`src/rtl/stkseq_pkg.sv`:
```
package stkseq_pkg;
  localparam logic [7:0] OP_CALL = 8'h01;
  localparam int         RET_BIT = 7;
  localparam int         LANES   = 4;
endpackage

```
`src/rtl/seq_slot_pick.sv`:
```
module seq_slot_pick
  import stkseq_pkg::*;
(
  input  logic [31:0] word,
  input  logic [1:0]  slot,
  output logic [7:0]  op,
  output logic [23:0] imm,
  output logic        is_call,
  output logic        is_ret
);
  logic [7:0] lane [LANES];

  for (genvar g = 0; g < LANES; g++) begin : g_lane
    assign lane[g] = word[8*g +: 8];
  end

  always_comb begin
    op      = lane[slot];
    imm     = word[31:8];
    is_call = (slot == 2'd0) && (op == OP_CALL);
    is_ret  = op[RET_BIT] && !is_call;
  end
endmodule

```
`src/rtl/ret_cache.sv`:
```
module ret_cache #(
  parameter int DEPTH = 16,
  parameter int AW    = 24
) (
  input  logic          clk,
  input  logic          rstn,
  input  logic          push,
  input  logic          pop,
  input  logic          drop_old,
  input  logic [AW-1:0] push_data,
  output logic [AW-1:0] top_data,
  output logic [AW-1:0] old_data,
  output logic          full,
  output logic          empty
);
  localparam int IW = $clog2(DEPTH);
  localparam int CW = $clog2(DEPTH + 1);

  logic [AW-1:0] ent [DEPTH];
  logic [IW-1:0] tp_q, tp_d, old_ix;
  logic [CW-1:0] cnt_q, cnt_d;

  always_comb begin
    tp_d  = tp_q;
    cnt_d = cnt_q;
    if (push) begin
      tp_d  = tp_q + IW'(1);
      cnt_d = cnt_q + CW'(1);
    end else if (pop) begin
      tp_d  = tp_q - IW'(1);
      cnt_d = cnt_q - CW'(1);
    end else if (drop_old) begin
      cnt_d = cnt_q - CW'(1);
    end
  end

  always_ff @(posedge clk or negedge rstn) begin
    if (!rstn) begin
      tp_q  <= '0;
      cnt_q <= '0;
    end else begin
      tp_q  <= tp_d;
      cnt_q <= cnt_d;
    end
  end

  always_ff @(posedge clk) begin
    if (push) ent[tp_d] <= push_data;
  end

  assign old_ix   = tp_q - IW'(cnt_q - CW'(1));
  assign top_data = ent[tp_q];
  assign old_data = ent[old_ix];
  assign full     = (cnt_q == CW'(DEPTH));
  assign empty    = (cnt_q == '0);


  no_overflow_chk: assert property (@(posedge clk) disable iff (!rstn)
    push |-> !full);

  no_underflow_chk: assert property (@(posedge clk) disable iff (!rstn)
    (pop || drop_old) |-> !empty);
endmodule

```
`src/rtl/call_seq.sv`:
```
module call_seq
  import stkseq_pkg::*;
#(
  parameter int AW    = 24,
  parameter int DEPTH = 16,
  parameter int MW    = 16
) (
  input  logic          clk,
  input  logic          rst_n,
  output logic [AW-1:0] imem_addr,
  input  logic [31:0]   imem_rdata,
  output logic          issue_valid,
  output logic [7:0]    issue_op,
  output logic [23:0]   issue_imm,
  output logic          spill_req,
  output logic          fill_req,
  output logic [MW-1:0] ras_mem_addr,
  output logic [AW-1:0] spill_data,
  input  logic [AW-1:0] fill_data,
  input  logic          mem_ack
);
  logic [1:0]    rsync_q;
  logic          rstn_i;
  logic [AW-1:0] pc_q, pc_d;
  logic [1:0]    slot_q, slot_d;
  logic [MW-1:0] mcnt_q, mcnt_d;
  logic          is_call, is_ret;
  logic          full, empty;
  logic [AW-1:0] top_data, old_data;
  logic          stall, pc_en;
  logic          push, pop, spill_ok, fill_ok;
  logic [AW-1:0] push_data;

  // reset: asserted asynchronously, released after two edges
  always_ff @(posedge clk or negedge rst_n) begin
    if (!rst_n) rsync_q <= 2'b00;
    else        rsync_q <= {rsync_q[0], 1'b1};
  end
  assign rstn_i = rsync_q[1];

  seq_slot_pick u_pick (
    .word    (imem_rdata),
    .slot    (slot_q),
    .op      (issue_op),
    .imm     (issue_imm),
    .is_call (is_call),
    .is_ret  (is_ret)
  );

  ret_cache #(.DEPTH(DEPTH), .AW(AW)) u_cache (
    .clk       (clk),
    .rstn      (rstn_i),
    .push      (push),
    .pop       (pop),
    .drop_old  (spill_ok),
    .push_data (push_data),
    .top_data  (top_data),
    .old_data  (old_data),
    .full      (full),
    .empty     (empty)
  );

  always_comb begin
    spill_req    = rstn_i && is_call && full;
    fill_req     = rstn_i && is_ret && empty && (mcnt_q != '0);
    stall        = spill_req || fill_req;
    issue_valid  = rstn_i && !stall;
    pc_en        = issue_valid;
    spill_ok     = spill_req && mem_ack;
    fill_ok      = fill_req && mem_ack;
    push         = (issue_valid && is_call) || fill_ok;
    pop          = issue_valid && is_ret && !empty;
    push_data    = fill_ok ? fill_data : pc_q + AW'(1);
    spill_data   = old_data;
    ras_mem_addr = spill_req ? mcnt_q : mcnt_q - MW'(1);
    imem_addr    = pc_q;
  end

  always_comb begin
    pc_d   = pc_q;
    slot_d = slot_q;
    if (pc_en) begin
      if (is_call) begin
        pc_d   = AW'(issue_imm);
        slot_d = 2'd0;
      end else if (is_ret) begin
        pc_d   = empty ? '0 : top_data;
        slot_d = 2'd0;
      end else if (slot_q == 2'd3) begin
        pc_d   = pc_q + AW'(1);
        slot_d = 2'd0;
      end else begin
        slot_d = slot_q + 2'd1;
      end
    end
    mcnt_d = mcnt_q;
    if (spill_ok)     mcnt_d = mcnt_q + MW'(1);
    else if (fill_ok) mcnt_d = mcnt_q - MW'(1);
  end

  always_ff @(posedge clk or negedge rstn_i) begin
    if (!rstn_i) begin
      pc_q   <= '0;
      slot_q <= 2'd0;
      mcnt_q <= '0;
    end else begin
      pc_q   <= pc_d;
      slot_q <= slot_d;
      mcnt_q <= mcnt_d;
    end
  end


  spill_fill_excl_chk: assert property (@(posedge clk) disable iff (!rstn_i)
    !(spill_req && fill_req));

  call_target_chk: assert property (@(posedge clk) disable iff (!rstn_i)
    (issue_valid && is_call) |=> (imem_addr == AW'($past(issue_imm))));

  stall_hold_chk: assert property (@(posedge clk) disable iff (!rstn_i)
    (stall && !mem_ack) |=> ($stable(imem_addr) && !issue_valid));

  ret_resume_chk: assert property (@(posedge clk) disable iff (!rstn_i)
    (issue_valid && is_ret && !empty) |=> (imem_addr == $past(top_data)));
endmodule

```
`config.mk`:
```
export PLATFORM = sky130hd
export DESIGN_NAME = call_seq
export DESIGN_NICKNAME = d
export VERILOG_FILES = /design/src/rtl/stkseq_pkg.sv /design/src/rtl/seq_slot_pick.sv /design/src/rtl/ret_cache.sv /design/src/rtl/call_seq.sv
export SDC_FILE = /design/constraint.sdc
export NUM_CORES = 1
export LEC_CHECK = 0
export BUFFER_PORTS_ARGS = -buffer_cell sky130_fd_sc_hd__buf_2
export CORE_ASPECT_RATIO = 1.4
export CORE_MARGIN = 1
export CORE_UTILIZATION = 57
export DETAILED_ROUTE_END_ITERATION = 10
export PLACE_DENSITY = 0.76
export SLEW_MARGIN = 20
export SYNTH_ARGS = -nofsm -noshare
export SYNTH_HDL_FRONTEND = slang
export SYNTH_SLANG_ARGS = --single-unit
```
`constraint.sdc`:
```
create_clock -name clk -period 5.5 [get_ports clk]
set_input_delay 0.55 -clock clk [delete_from_list [all_inputs] [get_ports clk]]
set_output_delay 0.55 -clock clk [all_outputs]
set_load 0.03 [all_outputs]
```
==> results.json, run 1 <==
{
  "worst-setup-path-type": "flop to primary output",
  "netlist-cell-type-count": 72,
  "grt_max_degree": 103,
  "gr-total-overflow": 0,
  "r2r_end": "u_cache.ent[13][4]$_DFFE_PP_",
  "critPathLaunchType": "flop",
  "path_max_fanout": 40,
  "place_inst": 1873,
  "ys_seq_area_share_pct": 58.2,
  "yosys_register_bits": 437,
  "cts_root_buf": "clkbuf_16",
  "fp-row-count": 85,
  "path_clk_slew_ns": 0.06,
  "async_flop_share_pct": 12.1,
  "yosysTopAreaCellShare_pct": 52.2,
  "synthTopCellsByCount": "edfxtp_1 (384), mux4_2 (247), nand2_1 (67)",
  "synthMostInstantiatedCell": "edfxtp_1",
  "final_nets": 1468,
  "drc": 0,
  "hp-class": "flop to async pin",
  "multi_input_area_um2": 8760,
  "required_ns": 4.95,
  "rsz0062_at_grt": "false",
  "ant_nets": 0,
  "grt_pass1_wl_mm": 91.7,
  "hpwl_mm": 41.3,
  "max_freq_mhz": 207,
  "syn_nets": 1341,
  "cts_buffers": 42,
  "synth.cell_area_um2": 22100,
  "post_drt_wl_per_cell_um": 31.8,
  "end_kind": "primary output",
  "start_util_pct": 57.6,
  "place.gp.congestion": 0.939,
  "ys.flop_type": "edfxtp_1",
  "maxCapViolCount": 0,
  "io_buffer_count": 157,
  "netlist_top_cells_area": "edfxtp_1 (52%), mux4_2 (25%), dfrtp_1 (6.0%), xnor2_1 (2.1%), nand2_1 (1.1%)",
  "outcome": "completed",
  "cp-startpoint": "u_cache.cnt_q[0]$_DFFE_PN0P_",
  "insertion_delay_ns": 0.55,
  "fill_cells": 2542,
  "hold_violations": 0,
  "core_area_um2": 38400,
  "slew_headroom_pct": 22.4,
  "areaGrowthSynthToFinish_pct": 12.8,
  "reg2regPathDepth": 7,
  "r2r-start": "slot_q[0]$_DFFE_PN0N_",
  "antenna_found_initial": 1,
  "drtPass1Iterations": 7,
  "finalNonFillerCells": 1950,
  "layout-drive-gt1-share_pct": 39.4,
  "diodes": 0,
  "r2r_setup_slack_ns": 1.04,
  "cts_resized": 0,
  "fin_crit_sh_pct": 87.8,
  "gr-usage-all-layers_pct": 32.2,
  "viasPerCell": 7.08,
  "period_needed_ns": 4.83,
  "fp.dieArea_um2": 39600,
  "htree_num_levels": 2,
  "grt_pass1_vias": 14000,
  "tightest_slew_ns": 1.16,
  "syn_inst": 1269,
  "cts.sinks": 437,
  "finalMaxSlewViolations": 0,
  "drt-total-wl_mm": 62.0,
  "io_pins": 158,
  "vias": 13800,
  "die_w_um": 168,
  "setup_viol": 0,
  "final.setup_skew_ns": 0.0152,
  "fin_setup_tns_ns": 0,
  "die_h_um": 235,
  "clockBufferDepth": 3,
  "cp.arrival_ns": 4.28,
  "syn-mean-instance-area_um2": 17.4,
  "yosys_warnings": 0,
  "layout.area.seq_um2": 12900,
  "cts_tree": "yes",
  "drt_iter0_drc": 1415,
  "synth_edf_count": 384,
  "yosysTopAreaCell": "edfxtp_1"
}
==> worst max-delay path, cell delays in order (launching register included) <==
cell     delay (ns)
dfrtp_1        0.39
inv_1          0.12
ha_1           0.32
inv_1          0.07
fa_4           1.26
buf_4          0.44
mux4_2         0.39
mux4_2         0.51
buf_2          0.20
==> repair_timing <==
action                    in CTS  in global routing
setup buffers                  0                  0
hold endpoints to repair       2                  0
hold buffers                   1                  0
==> worst max-delay path by stage <==
stage                                         to  slack [ns]  cells past startpoint
CTS                               spill_data[22]        0.67                      8
finish                             spill_data[5]        0.67                      8
global route                      spill_data[22]        0.60                      8
detailed placement  u_cache.ent[13][4]$_DFFE_PP_        1.13                      7
global placement     u_cache.ent[5][8]$_DFFE_PP_        1.23                      6
floorplan                          spill_data[0]        1.19                     11
==> per-layer routing <==
layer / track usage (%) / share of wire (%)
met1: 40.6 / 35
met2: 53.4 / 51
met3: 6.91 / 9.4
met4: 15.4 / 5.1
met5: 0 / 0.018
==> registers in the layout, indices dropped and copies added (netlist names) <==
name,cells
imem_addr,24
mcnt_q,16
rsync_q,2
slot_q,2
u_cache.cnt_q,5
u_cache.ent,384
u_cache.tp_q,4
==> final cells by class <==
cell class,count,share of cell area [%]
Multi-Input combinational cell,695,35.1
Clock inverter,23,1.18
Clock buffer,53,4.46
Sequential cell,437,51.6
Timing Repair Buffer,202,4.76
Inverter,18,0.271
Tap cell,522,2.62
==> through the flow <==
step,hold slack (ns),worst slack [ns],instance area [um2],utilization [%]
floorplan,0.254,1.19,22100,-
global placement,0.248,1.23,23500,61.2
detailed placement,0.248,1.13,23500,61.2
CTS,0.262,0.670,24900,64.9
global route,0.286,0.600,24900,65.0
finish,0.240,0.673,24900,65.0
==> cells in the final DEF, fill, tap and decap left out, types with 17 or more instances in the layout <==
master and instances:
mux4_2 247, inv_1 17, nor2_4 17, dfrtp_1 50, buf_2 157, nor3_1 18
nor2_1 32, o21ai_0 24, nand2_1 67, xnor2_1 51, buf_4 39, edfxtp_1 384
clkbuf_16 43
==> cells by family (layout without fill, tap and decap cells) <==
group	after synthesis	count (layout)	synth area share (%)
simple gates	219	219	5.13
buf+inv	137	296	3.14
compound gates	133	133	4.21
flops	437	437	58.2
other cells	1	1	0.0170
fa+ha+maj	13	13	0.770
mux	261	261	25.9
xor+xnor	68	68	2.69
Power of run 1 is left out: the tool's default activity adds up to more than one toggle a clock period on the data nets, which glitch-free logic cannot reach.
==> inputs of run 2 (changes only) <==
--- a/config.mk
+++ b/config.mk
@@ -10,7 +10,7 @@
 export CORE_MARGIN = 1
 export CORE_UTILIZATION = 57
 export DETAILED_ROUTE_END_ITERATION = 10
-export PLACE_DENSITY = 0.76
+export PLACE_DENSITY = 0.88
 export SLEW_MARGIN = 20
 export SYNTH_ARGS = -nofsm -noshare
 export SYNTH_HDL_FRONTEND = slang
==> constraint.sdc (replaced) <==
create_clock -name clk -period 4.5 [get_ports clk]
set_input_delay 0.45 -clock clk [delete_from_list [all_inputs] [get_ports clk]]
set_output_delay 0.45 -clock clk [all_outputs]
set_load 0.03 [all_outputs]
==> results.json, run 2 (synthesis gave the netlist of run 1 again) <==
{
  "hpwl_mm": 40.5,
  "required_ns": 4.05,
  "critPathLaunchType": "flop",
  "period_needed_ns": 4.38,
  "fin_crit_sh_pct": 97.2,
  "cts.sinks": 437,
  "regMostFlops": "u_cache.ent",
  "final_nets": 1485,
  "core_area_um2": 38400,
  "maxCapViolCount": 0,
  "cp.arrival_ns": 3.93,
  "die_h_um": 235,
  "layout-drive-gt1-share_pct": 39.8,
  "max_freq_mhz": 229,
  "clockBufferDepth": 3,
  "fp-row-count": 85,
  "cts_buffers": 41,
  "antenna_found_initial": 1,
  "cts_root_buf": "clkbuf_16",
  "diodes": 0,
  "setup_viol": 0,
  "largest_reg_flops": 384,
  "end_kind": "primary output",
  "rsz0062_at_grt": "false",
  "hp-class": "input pin to async pin",
  "fin_setup_tns_ns": 0,
  "grt_pass1_wl_mm": 95.8,
  "fp.dieArea_um2": 39600,
  "path_max_fanout": 23,
  "drt-total-wl_mm": 65.6,
  "path_clk_slew_ns": 0.06,
  "outcome": "completed",
  "io_pins": 158,
  "areaGrowthSynthToFinish_pct": 13.6,
  "post_drt_wl_per_cell_um": 33.3,
  "cts_resized": 0,
  "grt_pass1_vias": 15100,
  "final.setup_skew_ns": 0.0165,
  "cts_tree": "yes",
  "grt_max_degree": 102,
  "drt_iter0_drc": 2554,
  "die_w_um": 168,
  "ant_nets": 0,
  "gr-usage-all-layers_pct": 33.8,
  "holdWs_ns": 0.211,
  "hold_violations": 0,
  "place.gp.congestion": 0.965,
  "insertion_delay_ns": 0.56,
  "tightest_slew_ns": 1.14,
  "drtPass1Iterations": 8,
  "slew_headroom_pct": 24.2,
  "finalMaxSlewViolations": 0,
  "final_common_cell": "edfxtp_1",
  "worst-setup-path-type": "flop to primary output",
  "io_buffer_count": 157,
  "vias": 14700,
  "start_util_pct": 57.6,
  "gr-total-overflow": 0,
  "layout_common_cells": "edfxtp_1 (384), mux4_2 (247), buf_2 (157)",
  "htree_num_levels": 2,
  "viasPerCell": 7.47,
  "drc": 0
}
run 2: cell types whose count changed in the layout (fill, tap and decap cells not counted), sizes merged:
cell      previous run  this run
clkinvlp             2         1
bufinv               7         6
inv                 19        20
clkbuf              53        49
buf                201       219
clkinv              13        16
run 2: path summary, 6_finish.rpt:
| path | from | to | slack (ns) | cells after the start |
|---|---|---|---|---|
| max in group asynchronous | rsync_q[1]$_DFF_PN0_ | u_cache.tp_q[1]$_DFF_PN0_ | 3.20 | 1 |
| min in group clk | imem_rdata[17] | imem_addr[9]$_DFFE_PN0P_ | 0.29 | 3 |
| setup / recovery | u_cache.cnt_q[0]$_DFFE_PN0P_ | spill_data[5] | 0.12 | 8 |
| hold reg to reg | rsync_q[1]$_DFF_PN0_ | u_cache.cnt_q[4]$_DFFE_PN0P_ | 0.24 | 0 |
| hold / removal | rst_n | rsync_q[1]$_DFF_PN0_ | 0.21 | 2 |
| setup reg to reg | slot_q[0]$_DFFE_PN0N_ | u_cache.ent[7][4]$_DFFE_PP_ | 0.70 | 8 |
run 2: timing repair:
item                                    CTS  global route
hold endpoints to repair                  2             0
hold buffers                              1             0
endpoints found under the setup margin    0             8
setup buffers                             0             1
run 2: worst max-delay path, cell delays in order (launching register included):
cell and delay (ns):
dfrtp_1 0.38, inv_1 0.13, ha_1 0.34, inv_1 0.08
fa_4 1.07, buf_12 0.25, mux4_2 0.33, mux4_2 0.56
buf_2 0.21
run 2: area by class of cell:
class / instances / area, um2
Sequential cell: 437 / 12900
Clock inverter: 25 / 287
Inverter: 18 / 67.6
Fill cell: 2336 / 13300
Tap cell: 522 / 653
Timing Repair Buffer: 220 / 1460
Multi-Input combinational cell: 695 / 8730
Clock buffer: 49 / 1060
run 2: stage by stage:
| stage | cell area, um2 | setup WS (ns) | std cells | utilization, % |
|---|---|---|---|---|
| after floorplan | 22100 | 0.292 | 1269 | - |
| after global placement | 23700 | 0.763 | 1889 | 61.8 |
| after detailed placement | 23700 | 0.696 | 1889 | 61.8 |
| after CTS | 25100 | 0.0973 | 1964 | 65.4 |
| after global routing | 25100 | 0.0487 | 1966 | 65.4 |
| final | 25100 | 0.124 | 1966 | 65.4 |
run 2: metal layers:
layer  GRT usage (%)  wire length, um  vias to the layer above  part of all wire (%)
met1            39.3            19800                     7212                    30
li1                -                -                     5544                     -
met2            54.7            31700                     1514                    48
met5               0                0                        -                     0
met3            9.15             8700                      408                    13
met4            23.4             5390                        0                   8.2
Power of run 2 is left out for the same reason.
